### config.mk
export PLATFORM = sky130hd
export DESIGN_NAME = dsp_boot_seq
export DESIGN_NICKNAME = d
export VERILOG_FILES = /design/src/rtl/dsp_boot_pkg.sv /design/src/rtl/boot_wait_timer.sv /design/src/rtl/boot_ctrl_fsm.sv /design/src/rtl/boot_drive_regs.sv /design/src/rtl/dsp_boot_seq.sv
export SDC_FILE = /design/constraint.sdc
export NUM_CORES = 1
export LEC_CHECK = 0
export ABC_AREA = 0
export BUFFER_PORTS_ARGS = -buffer_cell sky130_fd_sc_hd__buf_2
export CORE_MARGIN = 2
export CORE_UTILIZATION = 51
export CTS_CLUSTER_SIZE = 30
export DETAILED_ROUTE_END_ITERATION = 10
export GPL_ROUTABILITY_DRIVEN = 0
export GPL_TIMING_DRIVEN = 0
export PLACE_DENSITY_LB_ADDON = 0.2
export SLEW_MARGIN = 5
export SYNTH_ARGS = -nofsm -noshare
export SYNTH_HDL_FRONTEND = slang
export SYNTH_SLANG_ARGS = --single-unit
### constraint.sdc
create_clock -name clk -period 1.7 [get_ports clk]
set_input_delay 0.255 -clock clk [delete_from_list [all_inputs] [get_ports clk]]
set_output_delay 0.255 -clock clk [all_outputs]
set_load 0.01 [all_outputs]
### src/rtl/dsp_boot_pkg.sv
package dsp_boot_pkg;
  localparam int CORE_RST_W = 4;
  localparam int MEM_EN_W   = 6;

  typedef enum logic [3:0] {
    ST_IDLE,
    ST_GATE_OVR,
    ST_SS_REL,
    ST_VECTOR,
    ST_STRAPS,
    ST_CLK_OFF,
    ST_MEM_SLEEP,
    ST_RST_HOLD,
    ST_MEM_WAKE,
    ST_CLK_ON,
    ST_UNCLAMP,
    ST_CORE_REL,
    ST_GATE_REL
  } boot_st_e;
endpackage

### src/rtl/boot_wait_timer.sv
module boot_wait_timer #(
  parameter int CNT_W = 4
) (
  input  logic             clk,
  input  logic             rst,
  input  logic             run_i,
  output logic [CNT_W-1:0] cnt_o
);
  always_ff @(posedge clk) begin
    if (rst || !run_i) cnt_o <= '0;
    else               cnt_o <= cnt_o + 1'b1;
  end
endmodule

### src/rtl/boot_ctrl_fsm.sv
module boot_ctrl_fsm
  import dsp_boot_pkg::*;
#(
  parameter int HOLD_CYC = 8,
  parameter int REL_CYC  = 1,
  parameter int CNT_W    = 4
) (
  input  logic             clk,
  input  logic             rst,
  input  logic             start_i,
  input  logic             pwr_good_i,
  input  logic [CNT_W-1:0] cnt_i,
  output boot_st_e         st_o,
  output logic             run_o,
  output logic             accept_o,
  output logic             abort_o
);
  boot_st_e st_next;
  logic     hold_end, rel_end;

  assign hold_end = (cnt_i == CNT_W'(HOLD_CYC - 1));
  assign rel_end  = (cnt_i == CNT_W'(REL_CYC - 1));
  assign accept_o = (st_o == ST_IDLE) && start_i && pwr_good_i;
  assign abort_o  = (st_o != ST_IDLE) && !pwr_good_i;
  assign run_o    = ((st_o == ST_RST_HOLD) && !hold_end) ||
                    ((st_o == ST_CORE_REL) && !rel_end);

  always_comb begin
    st_next = st_o;
    if (abort_o) st_next = ST_IDLE;
    else begin
      case (st_o)
        ST_IDLE:      if (accept_o) st_next = ST_GATE_OVR;
        ST_GATE_OVR:  st_next = ST_SS_REL;
        ST_SS_REL:    st_next = ST_VECTOR;
        ST_VECTOR:    st_next = ST_STRAPS;
        ST_STRAPS:    st_next = ST_CLK_OFF;
        ST_CLK_OFF:   st_next = ST_MEM_SLEEP;
        ST_MEM_SLEEP: st_next = ST_RST_HOLD;
        ST_RST_HOLD:  if (hold_end) st_next = ST_MEM_WAKE;
        ST_MEM_WAKE:  st_next = ST_CLK_ON;
        ST_CLK_ON:    st_next = ST_UNCLAMP;
        ST_UNCLAMP:   st_next = ST_CORE_REL;
        ST_CORE_REL:  if (rel_end) st_next = ST_GATE_REL;
        ST_GATE_REL:  st_next = ST_IDLE;
        default:      st_next = ST_IDLE;
      endcase
    end
  end

  always_ff @(posedge clk) begin
    if (rst) st_o <= ST_IDLE;
    else     st_o <= st_next;
  end
endmodule

### src/rtl/boot_drive_regs.sv
module boot_drive_regs
  import dsp_boot_pkg::*;
#(
  parameter int ADDR_W  = 32,
  parameter int VEC_LSB = 8,
  parameter int STRAP_W = 32,
  localparam int VEC_W  = ADDR_W - VEC_LSB
) (
  input  logic                  clk,
  input  logic                  rst,
  input  boot_st_e              st_i,
  input  logic                  accept_i,
  input  logic                  abort_i,
  input  logic [ADDR_W-1:0]     boot_addr_i,
  input  logic [STRAP_W-1:0]    tcm_strap_i,
  input  logic [STRAP_W-1:0]    busw_hi_i,
  input  logic [STRAP_W-1:0]    busw_lo_i,
  output logic                  ss_reset_o,
  output logic [CORE_RST_W-1:0] core_rst_o,
  output logic [VEC_W-1:0]      boot_vec_o,
  output logic [STRAP_W-1:0]    tcm_strap_o,
  output logic [STRAP_W-1:0]    busw_strap_o,
  output logic                  clamp_o,
  output logic [MEM_EN_W-1:0]   mem_en_o,
  output logic                  clk_en_o,
  output logic                  src_ovr_o,
  output logic                  cg_ovr_o,
  output logic                  busy_o,
  output logic                  done_o
);
  logic [VEC_W-1:0]   vec_q;
  logic [STRAP_W-1:0] tcm_q, busw_q;

  // Request values are captured at acceptance so later input changes cannot leak in.
  always_ff @(posedge clk) begin
    if (rst) begin
      vec_q  <= '0;
      tcm_q  <= '0;
      busw_q <= '0;
    end else if (accept_i) begin
      vec_q  <= VEC_W'(boot_addr_i >> VEC_LSB);
      tcm_q  <= tcm_strap_i;
      busw_q <= busw_hi_i | busw_lo_i;
    end
  end

  // Each state applies its step on the edge that leaves it; idle holds everything.
  always_ff @(posedge clk) begin
    if (rst) begin
      ss_reset_o   <= 1'b1;
      core_rst_o   <= '1;
      boot_vec_o   <= '0;
      tcm_strap_o  <= '0;
      busw_strap_o <= '0;
      clamp_o      <= 1'b1;
      mem_en_o     <= '0;
      clk_en_o     <= 1'b0;
      src_ovr_o    <= 1'b0;
      cg_ovr_o     <= 1'b0;
      busy_o       <= 1'b0;
      done_o       <= 1'b0;
    end else begin
      done_o <= 1'b0;
      if (abort_i) begin
        ss_reset_o <= 1'b1;
        core_rst_o <= '1;
        clamp_o    <= 1'b1;
        mem_en_o   <= '0;
        clk_en_o   <= 1'b0;
        src_ovr_o  <= 1'b0;
        cg_ovr_o   <= 1'b0;
        busy_o     <= 1'b0;
      end else begin
        case (st_i)
          ST_IDLE:      busy_o <= 1'b0;
          ST_GATE_OVR:  begin cg_ovr_o <= 1'b1; busy_o <= 1'b1; end
          ST_SS_REL:    ss_reset_o <= 1'b0;
          ST_VECTOR:    boot_vec_o <= vec_q;
          ST_STRAPS:    begin tcm_strap_o <= tcm_q; busw_strap_o <= busw_q; end
          ST_CLK_OFF:   begin clk_en_o <= 1'b0; src_ovr_o <= 1'b1; end
          ST_MEM_SLEEP: begin clamp_o <= 1'b1; mem_en_o <= '0; end
          ST_RST_HOLD:  core_rst_o <= '1;
          ST_MEM_WAKE:  begin mem_en_o <= '1; clamp_o <= 1'b1; end
          ST_CLK_ON:    begin clk_en_o <= 1'b1; src_ovr_o <= 1'b1; end
          ST_UNCLAMP:   clamp_o <= 1'b0;
          ST_CORE_REL:  begin core_rst_o <= '0; ss_reset_o <= 1'b0; end
          ST_GATE_REL:  begin cg_ovr_o <= 1'b0; done_o <= 1'b1; busy_o <= 1'b0; end
          default:      busy_o <= 1'b0;
        endcase
      end
    end
  end
endmodule

### src/rtl/dsp_boot_seq.sv
module dsp_boot_seq
  import dsp_boot_pkg::*;
#(
  parameter int ADDR_W   = 32,
  parameter int VEC_LSB  = 8,
  parameter int STRAP_W  = 32,
  parameter int HOLD_CYC = 8,
  parameter int REL_CYC  = 1,
  localparam int VEC_W    = ADDR_W - VEC_LSB,
  localparam int WAIT_MAX = (HOLD_CYC > REL_CYC) ? HOLD_CYC : REL_CYC,
  localparam int CNT_W    = $clog2(WAIT_MAX + 1)
) (
  input  logic                  clk,
  input  logic                  rst,
  input  logic                  start_i,
  input  logic                  pwr_good_i,
  input  logic [ADDR_W-1:0]     boot_addr_i,
  input  logic [STRAP_W-1:0]    tcm_strap_i,
  input  logic [STRAP_W-1:0]    busw_hi_i,
  input  logic [STRAP_W-1:0]    busw_lo_i,
  output logic                  ss_reset_o,
  output logic [CORE_RST_W-1:0] core_rst_o,
  output logic [VEC_W-1:0]      boot_vec_o,
  output logic [STRAP_W-1:0]    tcm_strap_o,
  output logic [STRAP_W-1:0]    busw_strap_o,
  output logic                  clamp_o,
  output logic [MEM_EN_W-1:0]   mem_en_o,
  output logic                  clk_en_o,
  output logic                  src_ovr_o,
  output logic                  cg_ovr_o,
  output logic                  busy_o,
  output logic                  done_o
);
  boot_st_e         st;
  logic             run, accept, abort_seq;
  logic [CNT_W-1:0] cnt;

  boot_wait_timer #(.CNT_W(CNT_W)) u_timer (
    .clk(clk), .rst(rst), .run_i(run), .cnt_o(cnt)
  );

  boot_ctrl_fsm #(.HOLD_CYC(HOLD_CYC), .REL_CYC(REL_CYC), .CNT_W(CNT_W)) u_fsm (
    .clk(clk), .rst(rst), .start_i(start_i), .pwr_good_i(pwr_good_i),
    .cnt_i(cnt), .st_o(st), .run_o(run), .accept_o(accept), .abort_o(abort_seq)
  );

  boot_drive_regs #(.ADDR_W(ADDR_W), .VEC_LSB(VEC_LSB), .STRAP_W(STRAP_W)) u_regs (
    .clk(clk), .rst(rst), .st_i(st), .accept_i(accept), .abort_i(abort_seq),
    .boot_addr_i(boot_addr_i), .tcm_strap_i(tcm_strap_i),
    .busw_hi_i(busw_hi_i), .busw_lo_i(busw_lo_i),
    .ss_reset_o(ss_reset_o), .core_rst_o(core_rst_o), .boot_vec_o(boot_vec_o),
    .tcm_strap_o(tcm_strap_o), .busw_strap_o(busw_strap_o), .clamp_o(clamp_o),
    .mem_en_o(mem_en_o), .clk_en_o(clk_en_o), .src_ovr_o(src_ovr_o),
    .cg_ovr_o(cg_ovr_o), .busy_o(busy_o), .done_o(done_o)
  );
endmodule

==> summary.txt, run 1 <==
Run status
  • Status: finished, violations left
  • Failing checks: negative setup slack

Cells and area
  • Layout cells sized above 1: 30.6%
  • Commonest cells after routing, fill and taps aside: 244 x buf_2, 190 x dfxtp_1, 183 x a21oi_1
  • Leading cell type in the layout, fill and taps excluded: buf_2
  • Post-route design area: 10100 um2
  • Multi-input gate area: 3640 um2
  • Register area: 3870 um2
  • # fillers: 1351
  • Area growth syn-to-layout: 29.4%
  • Final core utilization: 66.9%
  • Final nets: 1299
  • Inserted Diodes: 0

Routing
  • DRC errors left: 0
  • Routed vias/inst: 5.72
  • WL/cell: 17.0 um
  • Iter 0 DRT Violations: 725
  • Via count: 7809
  • Routed Antenna Nets: 0
  • Final wirelength: 23.3 mm
  • Pre-antenna DRT Iters: 5

Pwr
  • Maximum VDD drop: 787 uV
  • PwrDens: 947 nW/um2
  • P_leak: 0.00385 uW

Floorplanning
  • Initial Util: 51.7%
  • Die area: 16300 um2
  • Ports: 237
  • Row count: 45
  • Core footprint: 15100 um2
  • Die Height: 128 um
  • Die width: 128 um

Clock tree
  • CTS Sinks: 193
  • CTS tree: yes
  • CTS H-Tree Depth: 4
  • CTS buffer count: 17
  • Post-CTS Hold Fix Bufs: 0
  • Max Root-Sink Buffers: 2
  • Clk Latency, worst-skew pair: 0.43 ns
  • Clock root cell: clkbuf_16
  • Clk pin slew, worst setup/hold paths: 0.07 ns

Setup path
  • Critical Path End Type: register
  • R2R setup slack: -0.02 ns
  • Max incr delay on CP: 0.54 ns
  • Reg2reg end: u_regs.busw_q[17]
  • CP max-delay cell: or4_4
  • Worst EP arrival: 2.02 ns
  • Worst R2R Start: u_fsm.st_o[0]
  • CP delay by family, top: simple AND/OR/NAND/NOR gates
  • Reg2Reg Depth: 6
  • Setup crit start kind: register
  • Type of the worst setup path: register to register
  • WP buf/inv: 3
  • Worst path cell trace: or4_4 > buf_8 > buf_6 > buf_12 > nor4_4 > nor3_2
  • CP Data Required Time: 2.00 ns
  • Crit-path max FO: 10

Placed design
  • Port bufs: 228
  • Dpl cell area: 9170 um2
  • DP Worst Slack: -0.286 ns
  • HPWL Detailed: 16.2 mm

Timing
  • Fin. max-slew vios: 0
  • Setup TNS: -0.0264 ns
  • Fin worst setup slack: -0.0216 ns
  • Final count of hold timing violations: 0
  • Worst-margin pin slew: 1.14 ns
  • F_max: 0.581 GHz
  • Crit share post-route: 101%
  • Final Critical Period: 1.72 ns
  • Final setup vio count: 3
  • Unrepaired setup endpoints after global routing: true
  • Max Clock Skew: 0.00775 ns
  • Hold slack: 0.0681 ns
  • Slew Limit Headroom: 24.2%

Synthesis
  • Prevailing post-synth register cell: dfxtp_1
  • Post-Syn Nets: 1050
  • Syn_area_per_cell: 8.51 um2
  • Seq/Total Area, Yosys: 49.6%
  • FFs w/ async S/R, synth: 0%
  • Synth Warn #: 0
  • Synth Cell Area: 7790 um2
  • Post-Syn Instances: 916
  • Netlist cell types: 48
  • Number of synthesized flops with an enable pin: 0
  • Synth Register Bits: 193

Min path
  • Min-Delay Path Depth: 3
  • Hold Startpoint: boot_addr_i[9]
  • Hold endpoint: u_regs.vec_q[1]
  • Hold WC Path Type: primary input to register

GRT
  • Gr usage total: 28.0%
  • Gr ovfl total: 0
  • First-pass GRT wire length: 36.2 mm
  • Initial antenna violation count: 0
  • Vias in the first global route: 7034
  • Largest net degree at the start of global routing: 17

Flow run
  • Max-cap violations: 0
[kinds of logic (layout without fill, tap and decap cells)]
kind of cell | Yosys count | count (layout) | synth area share, %
buffers and inverters | 118 | 380 | 6.97
DFF | 193 | 193 | 49.6
adders and majority gates | 2 | 2 | 0.321
and+or+nand+nor | 242 | 242 | 18.8
AOI/OAI and AO/OA | 356 | 356 | 23.7
xor gates and xnor gates | 4 | 4 | 0.450
muxes | 1 | 1 | 0.144
[stage by stage]
stage,cells,power [uW]
finish,1366,9560
global route,1366,9880
CTS,1367,9530
detailed placement,1332,5670
global placement,1332,5660
floorplan,916,5310
[power breakdown]
group / total (uW) / internal (uW) / switching (uW)
registers: 4730 / 4660 / 69.3
logic: 950 / 339 / 610
clock network: 3880 / 2180 / 1700
total: 9560 / 7180 / 2380
[worst max-delay path by stage]
stage | from | to | slack [ns] | cells after the start
detailed placement | u_fsm.st_o[0] | u_regs.tcm_q[23] | -0.29 | 5
global placement | u_fsm.st_o[0] | u_regs.tcm_q[30] | -0.26 | 5
CTS | u_fsm.st_o[0] | u_regs.busw_q[20] | -0.03 | 6
finish | u_fsm.st_o[0] | u_regs.busw_q[17] | -0.02 | 6
floorplan | u_fsm.st_o[0] | u_regs.busw_q[12] | 0.12 | 6
global route | u_fsm.st_o[0] | u_regs.busw_q[17] | -0.09 | 6
[registers in the layout, summed over array words and instances (netlist names), 4 cells and up]
| signal | cells |
|---|---|
| u_regs.busw_q | 32 |
| u_regs.busw_strap_o | 32 |
| u_regs.tcm_q | 32 |
| u_regs.tcm_strap_o | 32 |
| u_regs.boot_vec_o | 24 |
| u_regs.vec_q | 24 |
| u_fsm.st_o | 4 |
| u_timer.cnt_o | 4 |
[area by class of cell]
type                            instances  area share, %
Sequential cell                       193           38.3
Multi-Input combinational cell        605           36.1
Timing Repair Buffer                  232           11.6
Buffer                                110           5.74
Clock buffer                           25           4.91
Tap cell                              188           2.33
Clock inverter                          7          0.744
Inverter                                6          0.223
[cells in the mapped netlist (2+ instances only)]
| cell type | count | area share (%) |
|---|---|---|
| nand2b_1 | 4 | 0.32 |
| nor3_1 | 33 | 2.1 |
| dfxtp_1 | 193 | 50 |
| buf_4 | 15 | 1.4 |
| and2_1 | 2 | 0.16 |
| nand3b_1 | 2 | 0.19 |
| a2111oi_0 | 4 | 0.45 |
| nor3b_1 | 2 | 0.19 |
| a21oi_1 | 183 | 12 |
| o211ai_1 | 2 | 0.19 |
| buf_2 | 16 | 1.0 |
| nor4_4 | 11 | 3.0 |
| ha_1 | 2 | 0.32 |
| nor4_1 | 22 | 1.8 |
| a31oi_1 | 2 | 0.16 |
| nand2_1 | 5 | 0.24 |
| o21ai_1 | 3 | 0.19 |
| inv_1 | 5 | 0.24 |
| clkbuf_1 | 74 | 3.6 |
| nor2_1 | 2 | 0.096 |
| buf_1 | 5 | 0.24 |
| a22o_1 | 2 | 0.22 |
| xor2_1 | 3 | 0.34 |
| nand3_1 | 147 | 9.4 |
| o21ai_0 | 152 | 9.8 |
| nor2b_1 | 3 | 0.24 |
[metal layers]
metal	global-route usage, %	wire [um]	vias up
met5	0	0	-
met4	10.7	550	0
met3	5.40	1530	47
met2	43.9	10700	296
met1	38.5	10400	3647
li1	-	-	3819
[worst register-to-register path: stages (launching register included)]
cell     delay, ns
dfxtp_2       0.34
or4_4         0.54
buf_8         0.17
buf_6         0.15
buf_12        0.16
nor4_4        0.16
nor3_2        0.06
[timing repair]
item	4_1_cts	5_1_grt
pin swaps	1	0
buffers inserted	4	0
gates resized for setup	46	71
setup endpoints to repair	153	170
(Power assumes the default switching activity.)
==> run 2, diff against run 1 <==
--- a/config.mk
+++ b/config.mk
@@ -7,13 +7,14 @@
 export LEC_CHECK = 0
 export ABC_AREA = 0
 export BUFFER_PORTS_ARGS = -buffer_cell sky130_fd_sc_hd__buf_2
-export CORE_MARGIN = 2
+export CORE_MARGIN = 3
 export CORE_UTILIZATION = 51
 export CTS_CLUSTER_SIZE = 30
 export DETAILED_ROUTE_END_ITERATION = 10
 export GPL_ROUTABILITY_DRIVEN = 0
 export GPL_TIMING_DRIVEN = 0
 export PLACE_DENSITY_LB_ADDON = 0.2
+export SKIP_LAST_GASP = 1
 export SLEW_MARGIN = 5
 export SYNTH_ARGS = -nofsm -noshare
 export SYNTH_HDL_FRONTEND = slang
==> constraint.sdc (replaced) <==
create_clock -name clk -period 1.7 [get_ports clk]
set_input_delay 0.17 -clock clk [delete_from_list [all_inputs] [get_ports clk]]
set_output_delay 0.17 -clock clk [all_outputs]
set_load 0.01 [all_outputs]
==> summary.txt, run 2 (synthesis results as in run 1) <==
Routing
  • Final wirelength: 24.8 mm
  • Pre-antenna DRT Iters: 5
  • Via count: 8205
  • Routed Antenna Nets: 0
  • Routed vias/inst: 5.85
  • Iter 0 DRT Violations: 671
  • DRC errors left: 0
  • WL/cell: 17.7 um

Flow run
  • Max-cap violations: 0

Setup path
  • Worst path cell trace: or4_4 > buf_6 > buf_2 > nor4_1 > nor3_1
  • Type of the worst setup path: register to register
  • Critical Path End Type: register
  • Critical path depth in cells: 5
  • CP Data Required Time: 2.01 ns
  • CP max-delay cell: or4_4
  • Setup crit start kind: register
  • Worst EP arrival: 2.03 ns
  • Worst setup path endpoint: u_regs.busw_q[3]
  • Max incr delay on CP: 0.55 ns
  • CP delay by family, top: simple AND/OR/NAND/NOR gates
  • Worst R2R Start: u_fsm.st_o[0]
  • Crit-path max FO: 10
  • CP startpoint: u_fsm.st_o[0]
  • Reg2Reg Depth: 5
  • Reg2reg end: u_regs.busw_q[3]
  • R2R setup slack: -0.02 ns
  • WP buf/inv: 2

Timing
  • Worst-margin pin slew: 1.00 ns
  • Final count of hold timing violations: 0
  • Final Critical Period: 1.72 ns
  • F_max: 0.581 GHz
  • Slew Limit Headroom: 33.0%
  • Fin worst setup slack: -0.0197 ns
  • Unrepaired setup endpoints after global routing: true
  • Fin. max-slew vios: 0
  • Crit share post-route: 101%
  • Setup TNS: -0.0197 ns
  • Final setup vio count: 1
  • Max Clock Skew: 0.00982 ns

Floorplanning
  • Die area: 16800 um2
  • Initial Util: 52.8%
  • Ports: 237
  • Die width: 130 um
  • Core footprint: 14800 um2
  • Die Height: 130 um
  • Row count: 44

Clock tree
  • Clk pin slew, worst setup/hold paths: 0.07 ns
  • Clk Latency, worst-skew pair: 0.43 ns
  • CTS tree: yes
  • CTS H-Tree Depth: 4
  • CTS Sinks: 193
  • CTS buffer count: 17
  • Clock root cell: clkbuf_16
  • Max Root-Sink Buffers: 2

Cells and area
  • Final Non-Filler Cells: 1403
  • Final nets: 1341
  • Commonest cells after routing, fill and taps aside: 240 x buf_2, 189 x dfxtp_1, 183 x a21oi_1
  • Inserted Diodes: 0
  • Layout cells sized above 1: 29.4%
  • Area growth syn-to-layout: 34.5%
  • Leading cell type in the layout, fill and taps excluded: buf_2

GRT
  • First-pass GRT wire length: 38.0 mm
  • Largest net degree at the start of global routing: 17
  • Gr usage total: 28.4%
  • Vias in the first global route: 7409
  • Initial antenna violation count: 0
  • Gr ovfl total: 0

Pwr
  • Maximum VDD drop: 750 uV
  • PwrDens: 947 nW/um2
  • P_leak: 0.00404 uW
  • Total Power: 9930 uW

Min path
  • Hold WC Path Type: primary input to register
  • Min-Delay Path Depth: 3

Run status
  • Status: finished, violations left
  • Failing checks: negative setup slack

Placed design
  • HPWL Detailed: 16.6 mm
  • Placed insts: 1328
  • Port bufs: 228
[run 2: how the worst min path moves through the flow]
stage,from,end,slack [ns]
2_1_floorplan,tcm_strap_i[0],u_regs.tcm_q[0],0.32
3_3_place_gp,boot_addr_i[21],u_regs.vec_q[13],0.43
3_5_place_dp,boot_addr_i[29],u_regs.vec_q[21],0.43
4_1_cts,tcm_strap_i[16],u_regs.tcm_q[16],0.0007
5_1_grt,tcm_strap_i[15],u_regs.tcm_q[15],0.005
6_report,tcm_strap_i[2],u_regs.tcm_q[2],0.008
[run 2: area by class of cell]
class,instances,area (um2)
multi-input combinational,605,3570
timing repair buffer,275,1610
clock buffer,19,453
buffer,109,576
tap,184,230
fill,1225,4270
clock inverter,12,158
sequential,193,3870
inverter,6,22.5
[run 2: metal layers]
metal	vias up	GRT usage, %	wire [um]
met5	-	0	0
met4	0	10.6	636
met3	55	5.81	1740
met2	365	45.8	12000
met1	3883	37.8	10400
li1	3902	-	-
[run 2: repair_timing]
action,4_1_cts,5_1_grt
setup buffers,2,0
pin swaps,1,1
resized for setup,36,85
endpoints found under the setup margin,150,168
gates cloned,1,1
hold buffers,43,0
hold endpoints to repair,43,0
[run 2: power breakdown]
| part | switching [uW] | internal, uW | leakage [uW] |
|---|---|---|---|
| Combinational | 620 | 400 | 0.00218 |
| Clock | 1790 | 2400 | 0.000292 |
| Sequential | 70.5 | 4650 | 0.00157 |
| Total | 2480 | 7450 | 0.00404 |
[run 2: metrics by stage]
step                util (%)  worst slack (ns)  area (um2)  hold WS [ns]
finish                  71.1           -0.0197       10500       0.00784
global route            71.1           -0.0673       10500       0.00476
CTS                     70.4          -0.00500       10400      0.000726
detailed placement      62.1            -0.254        9170         0.430
global placement        62.1            -0.252        9170         0.426
floorplan                  -             0.120        7790         0.318
[run 2: worst min-delay path, cell delays in order]
cell and delay (ns):
buf_2 0.10, nand3_1 0.06, a21oi_1 0.06
